$ cat src/rtl/rtc_alm_pkg.sv
package rtc_alm_pkg;
  localparam int FIELD_W = 7;   // value bits below the mask bit
  localparam int N_FIELDS = 4;  // sec, min, hour, day
  localparam int HOUR_IDX = 2;
  localparam int DAY_IDX = 3;

  // Hour of day (0..23) from either 12-hour or 24-hour encoding.
  function automatic logic [4:0] hour_of_day(input logic [6:0] h);
    int t;
    if (h[6]) begin
      t = int'(h[4]) * 10 + int'(h[3:0]);
      if (t == 12) t = 0;
      if (h[5]) t = t + 12;
    end else begin
      t = int'(h[5:4]) * 10 + int'(h[3:0]);
    end
    return 5'(t);
  endfunction
endpackage

$ cat src/rtl/alm_field_cmp.sv
module alm_field_cmp #(
  parameter int TW = rtc_alm_pkg::FIELD_W,
  parameter bit IS_HOUR = 1'b0
) (
  input  logic [TW-1:0] al_val,
  input  logic          al_mask,
  input  logic [TW-1:0] tm_val,
  output logic          hit
);
  logic same;
  generate
    if (IS_HOUR) begin : g_hour
      assign same = (rtc_alm_pkg::hour_of_day(7'(al_val)) ==
                     rtc_alm_pkg::hour_of_day(7'(tm_val)));
    end else begin : g_plain
      assign same = (al_val == tm_val);
    end
  endgenerate
  assign hit = al_mask | same;
endmodule

$ cat src/rtl/alm_flag_reg.sv
module alm_flag_reg (
  input  logic clk,
  input  logic rst_n,
  input  logic set_i,
  input  logic clr_i,
  output logic flag_q
);
  always_ff @(posedge clk or negedge rst_n) begin
    if (!rst_n)     flag_q <= 1'b0;
    else if (set_i) flag_q <= 1'b1;
    else if (clr_i) flag_q <= 1'b0;
  end
endmodule

$ cat src/rtl/rtc_alarm_cmp.sv
module rtc_alarm_cmp
  import rtc_alm_pkg::*;
(
  input  logic       clk,
  input  logic       rst_n,
  input  logic       tick,
  input  logic       osc_en,
  input  logic       alarm_en,
  input  logic [6:0] tm_sec,
  input  logic [6:0] tm_min,
  input  logic [6:0] tm_hour,
  input  logic [2:0] tm_wday,
  input  logic [5:0] tm_date,
  input  logic [7:0] al_sec,
  input  logic [7:0] al_min,
  input  logic [7:0] al_hour,
  input  logic [7:0] al_day,
  input  logic       clr,
  input  logic       prot,
  input  logic       ext_alarm,
  output logic       flag,
  output logic       alarm_n
);
  logic [FIELD_W:0]   al_arr [N_FIELDS];
  logic [FIELD_W-1:0] tm_arr [N_FIELDS];
  logic [N_FIELDS-1:0] field_hit;
  logic [5:0] day_sel;
  logic all_hit;
  logic fire;
  logic clr_ok;

  assign day_sel = al_day[6] ? {3'b000, tm_wday} : tm_date;

  assign al_arr[0] = al_sec;
  assign al_arr[1] = al_min;
  assign al_arr[HOUR_IDX] = al_hour;
  assign al_arr[DAY_IDX] = {al_day[7], 1'b0, al_day[5:0]};
  assign tm_arr[0] = tm_sec;
  assign tm_arr[1] = tm_min;
  assign tm_arr[HOUR_IDX] = tm_hour;
  assign tm_arr[DAY_IDX] = {1'b0, day_sel};

  generate
    for (genvar i = 0; i < N_FIELDS; i++) begin : g_field
      alm_field_cmp #(.TW(FIELD_W), .IS_HOUR(i == HOUR_IDX)) u_cmp (
        .al_val (al_arr[i][FIELD_W-1:0]),
        .al_mask(al_arr[i][FIELD_W]),
        .tm_val (tm_arr[i]),
        .hit    (field_hit[i])
      );
    end
  endgenerate

  assign all_hit = &field_hit;
  assign fire    = tick & osc_en & alarm_en & all_hit;
  assign clr_ok  = clr & ~prot;

  alm_flag_reg u_flag (
    .clk   (clk),
    .rst_n (rst_n),
    .set_i (fire),
    .clr_i (clr_ok),
    .flag_q(flag)
  );

  assign alarm_n = ~(flag | ext_alarm);
endmodule

$ cat config.mk
export PLATFORM = sky130hd
export DESIGN_NAME = rtc_alarm_cmp
export DESIGN_NICKNAME = d
export VERILOG_FILES = /design/src/rtl/rtc_alm_pkg.sv /design/src/rtl/alm_field_cmp.sv /design/src/rtl/alm_flag_reg.sv /design/src/rtl/rtc_alarm_cmp.sv
export SDC_FILE = /design/constraint.sdc
export NUM_CORES = 1
export LEC_CHECK = 0
export BUFFER_PORTS_ARGS = -buffer_cell sky130_fd_sc_hd__buf_4
export CAP_MARGIN = 20
export CORE_MARGIN = 1.5
export CORE_UTILIZATION = 25
export CTS_CLUSTER_SIZE = 24
export DETAILED_ROUTE_END_ITERATION = 7
export HOLD_SLACK_MARGIN = 0.15
export PLACE_DENSITY = 0.57
export SLEW_MARGIN = 5
export SYNTH_ARGS = -nofsm -noshare
export SYNTH_HDL_FRONTEND = slang
export SYNTH_SLANG_ARGS = --single-unit
$ cat constraint.sdc
create_clock -name clk -period 1.2 [get_ports clk]
set_clock_uncertainty 0.1 [all_clocks]
set_input_delay 0 -clock clk [delete_from_list [all_inputs] [get_ports clk]]
set_output_delay 0 -clock clk [all_outputs]
set_load 0.005 [all_outputs]
==> flow_summary.json, run 1 <==
{
  "routedWlPerCell_um": 11.6,
  "synthFlopType": "dfrtp_1",
  "p_sw_w": 0.000332,
  "path_class": "input port to flop",
  "finalCriticalPeriod_ns": 2.41,
  "max_stage_delay_ns": 0.33,
  "sequentialPowerShare_pct": 4.0,
  "synth-edff-count": 0,
  "syn_nets": 213,
  "multi_input_area_sq_um": 1040,
  "intPower_w": 0.000538,
  "std_cell_rows": 23,
  "antenna_found_initial": 0,
  "die_h_um": 67.4,
  "power_per_cell_area_nw_per_um2": 427,
  "yosysTopAreaCell": "xor2_1",
  "fin_hold_ws_ns": 0.163,
  "yosys-mux-area-fraction_pct": 1.93,
  "synth_compound_area_share_pct": 25.0,
  "clock.fmax_ghz": 0.416,
  "ys_warn_count": 0,
  "layout.nets": 326,
  "core_sq_um": 4000,
  "reg_top3": "u_flag.flag_q (1)",
  "fin_crit_sh_pct": 201,
  "io_pins": 72,
  "combinationalPowerShare_pct": 96.0,
  "p_leak_nw": 0.963,
  "grt_use_total_pct": 13.6,
  "ys_types": 44,
  "synth-seq-cells": 1,
  "synthSimpleGateAreaFrac_pct": 22.3,
  "antenna_cells": 0,
  "path_cells": "buf_8, ha_4, ha_4, xnor2_4, o31ai_4, ha_2, nor3b_2, a221o_1, a221oi_2, and4_1, o2111ai_2, a22oi_2",
  "avgSynthCellArea_sq_um": 7.92,
  "fill_cells": 383,
  "violations": "negative setup slack",
  "regArea_sq_um": 25.0,
  "cp-end-kind": "flop",
  "netlist_instances": 131,
  "gp_congestion": 0.824,
  "slew_violations": 0,
  "routed_wirelength_um": 3390,
  "area_growth_pct": 96.3,
  "grt_overflow": 0,
  "setup_slack_ns": -1.21,
  "dieArea_sq_um": 4540,
  "status": "finished with violations",
  "vias_per_cell": 4.68,
  "clk_latency_ns": 0,
  "worstMarginPinSlew_ns": 0.365,
  "synth_top_family_by_area": "compound AO/OA/AOI/OAI gates",
  "p_clk_share_pct": 0,
  "rsz0062_at_grt": "yes",
  "crit_slowest_cell": "a221o_1",
  "fin_tns_setup_ns": -1.21,
  "synthAdderAreaFrac_pct": 15.9,
  "cp_common_cell": "ha_4",
  "async_reset_ff_share_pct": 100,
  "synth_area_leaders": "xor2_1, ha_1, xnor2_1",
  "largest-register": "u_flag.flag_q",
  "cp.required_ns": 1.02,
  "drv_cap": 0,
  "grt_max_degree": 8,
  "timing.critical_path.fanout_max": 2,
  "start_util_pct": 25.9,
  "cp_data_arrival_time_ns": 2.22,
  "place_hpwl_um": 2850,
  "slew_headroom_pct": 75.1,
  "yosysSeqAreaShare_pct": 2.41,
  "largest_reg_flops": 1,
  "drcViolationCount": 0,
  "finalHoldViolations": 0,
  "vdd_drop_max_mv": 0.193,
  "dr.pass1.iters": 4,
  "synth-xor-area-share_pct": 24.5,
  "numPortBuffers": 71,
  "drtIter0Drc": 43,
  "grt_pass1_wl_um": 5050,
  "antenna_left": 0,
  "netlist_area_sq_um": 1040,
  "switching_share_pct": 38.2,
  "drive_gt1_share_pct": 55.0,
  "die_w_um": 67.4,
  "cts.clk_slew.worst_paths_ns": 0,
  "grt_pass1_vias": 1232,
  "num_vias": 1368,
  "finalSetupViolations": 1,
  "worstSetupStartpointType": "input port",
  "yosys.area.top_type_share_pct": 13.5,
  "min_path_type": "input port to flop"
}
-- metal layers --
layer	vias up	global-route usage, %	share of wire [%]
met5	-	0	0
met4	0	0	0.68
met3	2	0	3.4
met2	28	26.5	52
met1	618	17.8	44
li1	720	-	-
-- cell usage in the layout, fill, tap and decap left out, types with 2 or more instances in the layout --
master / count
nor4_1: 4
xnor2_1: 12
a21oi_1: 5
nor3_1: 2
inv_1: 8
o221ai_1: 2
nand2_1: 4
fa_1: 2
a41oi_1: 3
o22ai_1: 2
nand3_1: 6
o21ai_0: 2
xor2_1: 16
dlygate4sd3_1: 2
nand4b_1: 2
mux2i_1: 2
ha_4: 3
ha_1: 6
a31o_2: 2
nand2b_1: 4
a31oi_1: 4
nor2_1: 9
buf_4: 111
-- power groups by stage --
stage	Clock [W]	Sequential, W	Combinational, W
2_1_floorplan	0	0.0000351	0.000369
3_3_place_gp	0	0.0000351	0.000758
3_5_place_dp	0	0.0000351	0.000758
4_1_cts	0	0.0000351	0.000780
5_1_grt	0	0.0000351	0.000920
6_report	0	0.0000351	0.000835
-- worst max-delay path: cells and delay by family --
kind                       cells  cell delay (ns)
AOI/OAI and AO/OA              5             1.12
xor gates and xnor gates       1             0.15
adders and majority gates      3             0.55
buffers and inverters          1             0.10
and+or+nand+nor                2             0.28
-- worst paths after layout --
check,start,slack [ns],endpoint,cells past startpoint
worst max-delay path,tm_hour[4],-1.21,u_flag.flag_q$_DFFE_PN0P_,12
max in group asynchronous,rst_n,0.67,u_flag.flag_q$_DFFE_PN0P_,2
worst max register to register,u_flag.flag_q$_DFFE_PN0P_,0.21,u_flag.flag_q$_DFFE_PN0P_,3
min in group asynchronous,rst_n,0.24,u_flag.flag_q$_DFFE_PN0P_,2
worst min-delay path,al_hour[7],0.16,u_flag.flag_q$_DFFE_PN0P_,3
worst min register to register,u_flag.flag_q$_DFFE_PN0P_,0.54,u_flag.flag_q$_DFFE_PN0P_,2
-- kinds of logic after synthesis --
logic type	count (synthesis)
AOI/OAI and AO/OA	34
xor gates and xnor gates	29
adders and majority gates	12
buffers and inverters	12
DFF	1
muxes	2
and+or+nand+nor	41
-- stage by stage --
step           worst slack (ns)  utilization (%)  instance area, sq um  power [W]  cells
2_1_floorplan             -1.01                -                  1050   0.000404    131
3_3_place_gp              -1.17             47.8                  1910   0.000793    290
3_5_place_dp              -1.21             47.8                  1910   0.000794    290
4_1_cts                   -1.18             48.7                  1950   0.000815    292
5_1_grt                   -1.30             50.9                  2040   0.000955    292
6_report                  -1.21             50.9                  2040   0.000870    292
-- synth_stat cells, types with 2 or more instances --
cell / instances
xor2_1: 16
xnor2_1: 13
ha_1: 10
nor2_1: 10
inv_1: 8
nand3_1: 7
a21oi_1: 5
a31oi_1: 5
nand2_1: 4
nand2b_1: 4
nor4_1: 4
a41oi_1: 3
a31o_2: 2
fa_1: 2
mux2i_1: 2
nand4b_1: 2
nor3_1: 2
o21ai_0: 2
o221ai_1: 2
o22ai_1: 2
o31ai_1: 2
or2_2: 2
-- timing repair --
| action | 4_1_cts | 5_1_grt |
|---|---|---|
| pin swaps | 0 | 13 |
| endpoints found under the setup margin | 1 | 1 |
| resized for setup | 3 | 13 |
| buffers inserted | 0 | 0 |
| endpoints found under the hold margin | 2 | 0 |
| hold buffers | 2 | 0 |
| cloned | 0 | 0 |
-- area by class of cell --
cell class,instances,share of cell area [%]
tap,50,3.07
timing repair buffer,115,43.2
sequential,1,1.23
inverter,8,1.48
multi-input combinational,118,51.0
No activity file was read; power rests on OpenSTA's default activity.
==> run 2, diff against run 1 <==
--- a/config.mk
+++ b/config.mk
@@ -13,6 +13,7 @@
 export DETAILED_ROUTE_END_ITERATION = 7
 export HOLD_SLACK_MARGIN = 0.15
 export PLACE_DENSITY = 0.57
+export SETUP_SLACK_MARGIN = 0.2
 export SLEW_MARGIN = 5
 export SYNTH_ARGS = -nofsm -noshare
 export SYNTH_HDL_FRONTEND = slang
==> flow_summary.json, run 2 (synthesized netlist as in run 1, its figures left out) <==
{
  "p_leak_nw": 0.963,
  "max_stage_delay_ns": 0.33,
  "layout.nets": 326,
  "reg_top3": "u_flag.flag_q (1)",
  "drive_gt1_share_pct": 55.4,
  "grt.met1_usage_pct": 17.8,
  "fin_hold_ws_ns": 0.163,
  "cp_top_family": "compound AO/OA/AOI/OAI gates",
  "fin_crit_sh_pct": 201,
  "cts.clk_slew.worst_paths_ns": 0,
  "fin_tns_setup_ns": -1.21,
  "min_path_type": "input port to flop",
  "crit_slowest_cell": "a221o_1",
  "cp_data_arrival_time_ns": 2.22,
  "status": "finished with violations",
  "slew_violations": 0,
  "path_cells": "buf_8, ha_4, ha_4, xnor2_4, o31ai_4, ha_2, nor3b_2, a221o_1, a221oi_2, and4_1, o2111ai_2, a22oi_2",
  "clk_latency_ns": 0,
  "grt_max_degree": 8,
  "rsz0062_at_grt": "yes",
  "die_h_um": 67.4,
  "vias_per_cell": 4.68,
  "cp.buffers_inverters": 1,
  "cp-end-kind": "flop",
  "place_hpwl_um": 2850,
  "antenna_left": 0,
  "grt_use_total_pct": 13.6,
  "routed_wirelength_um": 3390,
  "p_clk_share_pct": 0,
  "worstHoldStart": "al_hour[7]",
  "finalSetupViolations": 1,
  "switching_share_pct": 38.2,
  "die_w_um": 67.4,
  "core_sq_um": 4000,
  "combinationalPowerShare_pct": 96.0,
  "gp_congestion": 0.824,
  "std_cell_rows": 23,
  "cp-startpoint": "tm_hour[4]",
  "grt_pass1_wl_um": 5050,
  "p_sw_w": 0.000333,
  "cp_common_cell": "ha_4",
  "dr.pass1.iters": 4,
  "cp.required_ns": 1.02,
  "path_class": "input port to flop",
  "violations": "negative setup slack",
  "drtIter0Drc": 43,
  "area_growth_pct": 96.5,
  "final_cell_mix": "buf_4, xor2_1, xnor2_1",
  "largest_reg_flops": 1,
  "io_pins": 72,
  "r2r_start": "u_flag.flag_q$_DFFE_PN0P_",
  "finalHoldViolations": 0,
  "worstSetupStartpointType": "input port",
  "drcViolationCount": 0,
  "antenna_found_initial": 0,
  "grt_overflow": 0,
  "power_per_cell_area_nw_per_um2": 427,
  "clock.fmax_ghz": 0.416,
  "intPower_w": 0.000538,
  "dieArea_sq_um": 4540,
  "grt_most_used_layer": "met2",
  "design_area_sq_um": 2040,
  "vdd_drop_max_mv": 0.193,
  "fill_cells": 383,
  "routedWlPerCell_um": 11.6,
  "p_total_w": 0.000871,
  "drv_cap": 0,
  "postCtsSetupBuffers": 0,
  "use_met2_pct": 26.5,
  "setup_slack_ns": -1.21,
  "antenna_cells": 0,
  "grt_pass1_vias": 1232,
  "sequentialPowerShare_pct": 4.0,
  "final_common_cell": "buf_4",
  "place_area_sq_um": 1910,
  "worstMarginPinSlew_ns": 0.365,
  "numPortBuffers": 71,
  "num_vias": 1368,
  "slew_headroom_pct": 75.1,
  "largest-register": "u_flag.flag_q",
  "finalCriticalPeriod_ns": 2.41,
  "start_util_pct": 25.9,
  "timing.critical_path.fanout_max": 2,
  "grt_util_met3_pct": 0
}
-- run 2: cell counts in the layout (fill, tap and decap cells not counted) --
No cell type changed its count.
-- run 2: worst min-delay path, stage by stage --
cell and delay (ns):
buf_4 0.08, nor2b_1 0.04, a22oi_2 0.10
-- run 2: what timing repair did --
item,4_1_cts,5_1_grt
hold buffers,2,0
pin swaps,0,13
endpoints found under the setup margin,1,2
gates cloned,0,0
endpoints found under the hold margin,2,0
resized for setup,3,14
-- run 2: worst paths after layout --
path                            cells past startpoint  slack (ns)                        end
worst max register to register                      3        0.19  u_flag.flag_q$_DFFE_PN0P_
worst max-delay path                               12       -1.21  u_flag.flag_q$_DFFE_PN0P_
worst min-delay path                                3        0.16  u_flag.flag_q$_DFFE_PN0P_
max in group asynchronous                           2        0.68  u_flag.flag_q$_DFFE_PN0P_
worst min register to register                      2        0.56  u_flag.flag_q$_DFFE_PN0P_
min in group asynchronous                           2        0.24  u_flag.flag_q$_DFFE_PN0P_
-- run 2: per-layer routing --
layer | wire length (um) | vias to the layer above
met5 | 0 | -
met4 | 23 | 0
met3 | 125 | 2
met2 | 1770 | 28
met1 | 1470 | 618
li1 | - | 720
-- run 2: area by class of cell --
cell class	instances	area, sq um	share of cell area (%)
Tap cell	50	62.6	3.07
Multi-Input combinational cell	118	1040	51.1
Inverter	8	30.0	1.47
Timing Repair Buffer	115	880	43.2
Sequential cell	1	25.0	1.23
-- run 2: per-stage QoR --
step / util, % / cells / setup slack, ns
3_3_place_gp: 47.8 / 290 / -1.17
3_5_place_dp: 47.8 / 290 / -1.21
4_1_cts: 48.7 / 292 / -1.18
2_1_floorplan: - / 131 / -1.01
5_1_grt: 51.0 / 292 / -1.30
6_report: 51.0 / 292 / -1.21
-- run 2: power groups by stage --
stage	Clock, W	Combinational (W)	Sequential, W
after floorplan	0	0.000369	0.0000351
after global placement	0	0.000758	0.0000351
after detailed placement	0	0.000758	0.0000351
after CTS	0	0.000780	0.0000351
after global routing	0	0.000921	0.0000352
final	0	0.000836	0.0000351
==> run 3, diff against run 2 <==
==> constraint.sdc (replaced) <==
create_clock -name clk -period 1.2 [get_ports clk]
set_clock_uncertainty 0.1 [all_clocks]
set_input_delay 0 -clock clk [delete_from_list [all_inputs] [get_ports clk]]
set_output_delay 0 -clock clk [all_outputs]
set_load 0.05 [all_outputs]
==> flow_summary.json, run 3 (synthesized netlist as in run 1, its figures left out) <==
{
  "status": "finished with violations",
  "violations": "negative setup slack",
  "drtIter0Drc": 16,
  "min_path_type": "input port to flop",
  "drcViolationCount": 0,
  "max_stage_delay_ns": 0.33,
  "clk_latency_ns": 0,
  "antenna_cells": 0,
  "intPower_w": 0.000511,
  "finalCriticalPeriod_ns": 2.45,
  "path_class": "input port to flop",
  "cp-end-kind": "flop",
  "antenna_left": 0,
  "timing.critical_path.fanout_max": 2,
  "p_leak_nw": 0.932,
  "slew_violations": 0,
  "layout.nets": 322,
  "setup_slack_ns": -1.25,
  "regArea_sq_um": 25.0,
  "timing.rr.end": "u_flag.flag_q$_DFFE_PN0P_",
  "routed_wirelength_um": 3180,
  "gp_congestion": 0.834,
  "finalHoldViolations": 0,
  "path_cells": "buf_8, ha_4, or2_4, o31ai_4, ha_2, nor3b_2, a221o_1, a221oi_2, buf_4, a31oi_2, o2111ai_2, a22oi_2",
  "cts.clk_slew.worst_paths_ns": 0,
  "final_cell_mix": "buf_4, xor2_1, xnor2_1",
  "num_vias": 1347,
  "finalSetupViolations": 1,
  "multi_input_area_sq_um": 1010,
  "slew_headroom_pct": 75.3,
  "rsz0062_at_grt": "yes",
  "cp.required_ns": 0.96,
  "combinationalPowerShare_pct": 95.8,
  "fin_crit_sh_pct": 204,
  "r2r_start": "u_flag.flag_q$_DFFE_PN0P_",
  "vias_per_cell": 4.68,
  "numPortBuffers": 71,
  "antenna_found_initial": 0,
  "core_sq_um": 4000,
  "grt_max_degree": 8,
  "holdPathEnd": "u_flag.flag_q$_DFFE_PN0P_",
  "place_hpwl_um": 2790,
  "rrSetupSlack_ns": 0.16,
  "final_core_util_pct": 49.2,
  "power_per_cell_area_nw_per_um2": 425,
  "drive_gt1_share_pct": 53.8,
  "die_h_um": 67.4,
  "p_total_w": 0.000837,
  "clock.fmax_ghz": 0.408,
  "cp_data_arrival_time_ns": 2.21,
  "cp_top_family": "compound AO/OA/AOI/OAI gates",
  "vdd_drop_max_mv": 0.194,
  "r2r_cells": 3,
  "largest_reg_flops": 1,
  "grt_pass1_wl_um": 4890,
  "io_pins": 72,
  "hold_depth": 3,
  "area_growth_pct": 89.9,
  "start_util_pct": 25.9,
  "worstMarginPinSlew_ns": 0.361,
  "worstHoldStart": "al_hour[7]",
  "switching_share_pct": 39.0,
  "dieArea_sq_um": 4540,
  "std_cell_rows": 23,
  "reg_top3": "u_flag.flag_q (1)",
  "dr.pass1.iters": 4,
  "largest-register": "u_flag.flag_q",
  "crit_slowest_cell": "a221o_1",
  "worstSetupStartpointType": "input port",
  "cp.buffers_inverters": 2,
  "fill_cells": 383,
  "grt_pass1_vias": 1197,
  "p_clk_share_pct": 0,
  "routedWlPerCell_um": 11.1,
  "drv_cap": 0,
  "final_common_cell": "buf_4",
  "p_sw_w": 0.000326,
  "sequentialPowerShare_pct": 4.2,
  "preCtsSetupSlack_ns": -1.23,
  "die_w_um": 67.4,
  "grt_use_total_pct": 13.0,
  "grt_overflow": 0
}
## run 3: cell types whose count changed in the layout (fill, tap and decap cells not counted), sizes merged
cell and delta:
dlygate4sd3 -1, buf -3
## run 3: stage by stage
| step | std cells | instance area [sq um] | TNS, ns | hold WS [ns] |
|---|---|---|---|---|
| 6_report | 288 | 1970 | -1.25 | 0.172 |
| 5_1_grt | 288 | 1970 | -1.40 | 0.204 |
| 4_1_cts | 287 | 1900 | -1.22 | 0.199 |
| 3_5_place_dp | 286 | 1890 | -1.23 | -0.322 |
| 3_3_place_gp | 286 | 1890 | -1.14 | -0.324 |
| 2_1_floorplan | 131 | 1060 | -1.01 | -0.396 |
## run 3: worst max path at each step
| stage | from | end | cells after the start |
|---|---|---|---|
| after floorplan | tm_hour[3] | u_flag.flag_q$_DFFE_PN0P_ | 11 |
| after global placement | tm_hour[3] | u_flag.flag_q$_DFFE_PN0P_ | 11 |
| after detailed placement | tm_hour[1] | u_flag.flag_q$_DFFE_PN0P_ | 12 |
| after CTS | tm_hour[1] | u_flag.flag_q$_DFFE_PN0P_ | 12 |
| after global routing | tm_hour[4] | u_flag.flag_q$_DFFE_PN0P_ | 12 |
| final | tm_hour[4] | u_flag.flag_q$_DFFE_PN0P_ | 12 |
## run 3: what timing repair did
item / CTS / global route
pin swaps: 0 / 10
gates resized for setup: 1 / 8
endpoints found under the setup margin: 1 / 1
hold buffers: 1 / 0
endpoints found under the hold margin: 1 / 0
buffers inserted: 0 / 1
## run 3: worst min-delay path, stage by stage
cell and delay (ns):
buf_4 0.08, nor2b_1 0.04, a22oi_2 0.11
## run 3: power groups by stage
stage                     combinational, W  sequential [W]  clock, W
final                             0.000802       0.0000353         0
after global routing              0.000891       0.0000354         0
after CTS                         0.000765       0.0000353         0
after detailed placement          0.000750       0.0000353         0
after global placement            0.000750       0.0000353         0
after floorplan                   0.000377       0.0000368         0
## run 3: area by class of cell
cell class	count	share of cell area, %
sequential	1	1.27
multi-input combinational	118	51.2
tap	50	3.18
inverter	8	1.52
timing repair buffer	111	42.8
## run 3: routing by layer
layer / vias up / part of all wire, % / global-route usage, %
li1: 708 / - / -
met1: 613 / 42 / 17.6
met2: 24 / 54 / 23.9
met3: 2 / 3.5 / 0.167
met4: 0 / 0.60 / 0.765
met5: - / 0 / 0
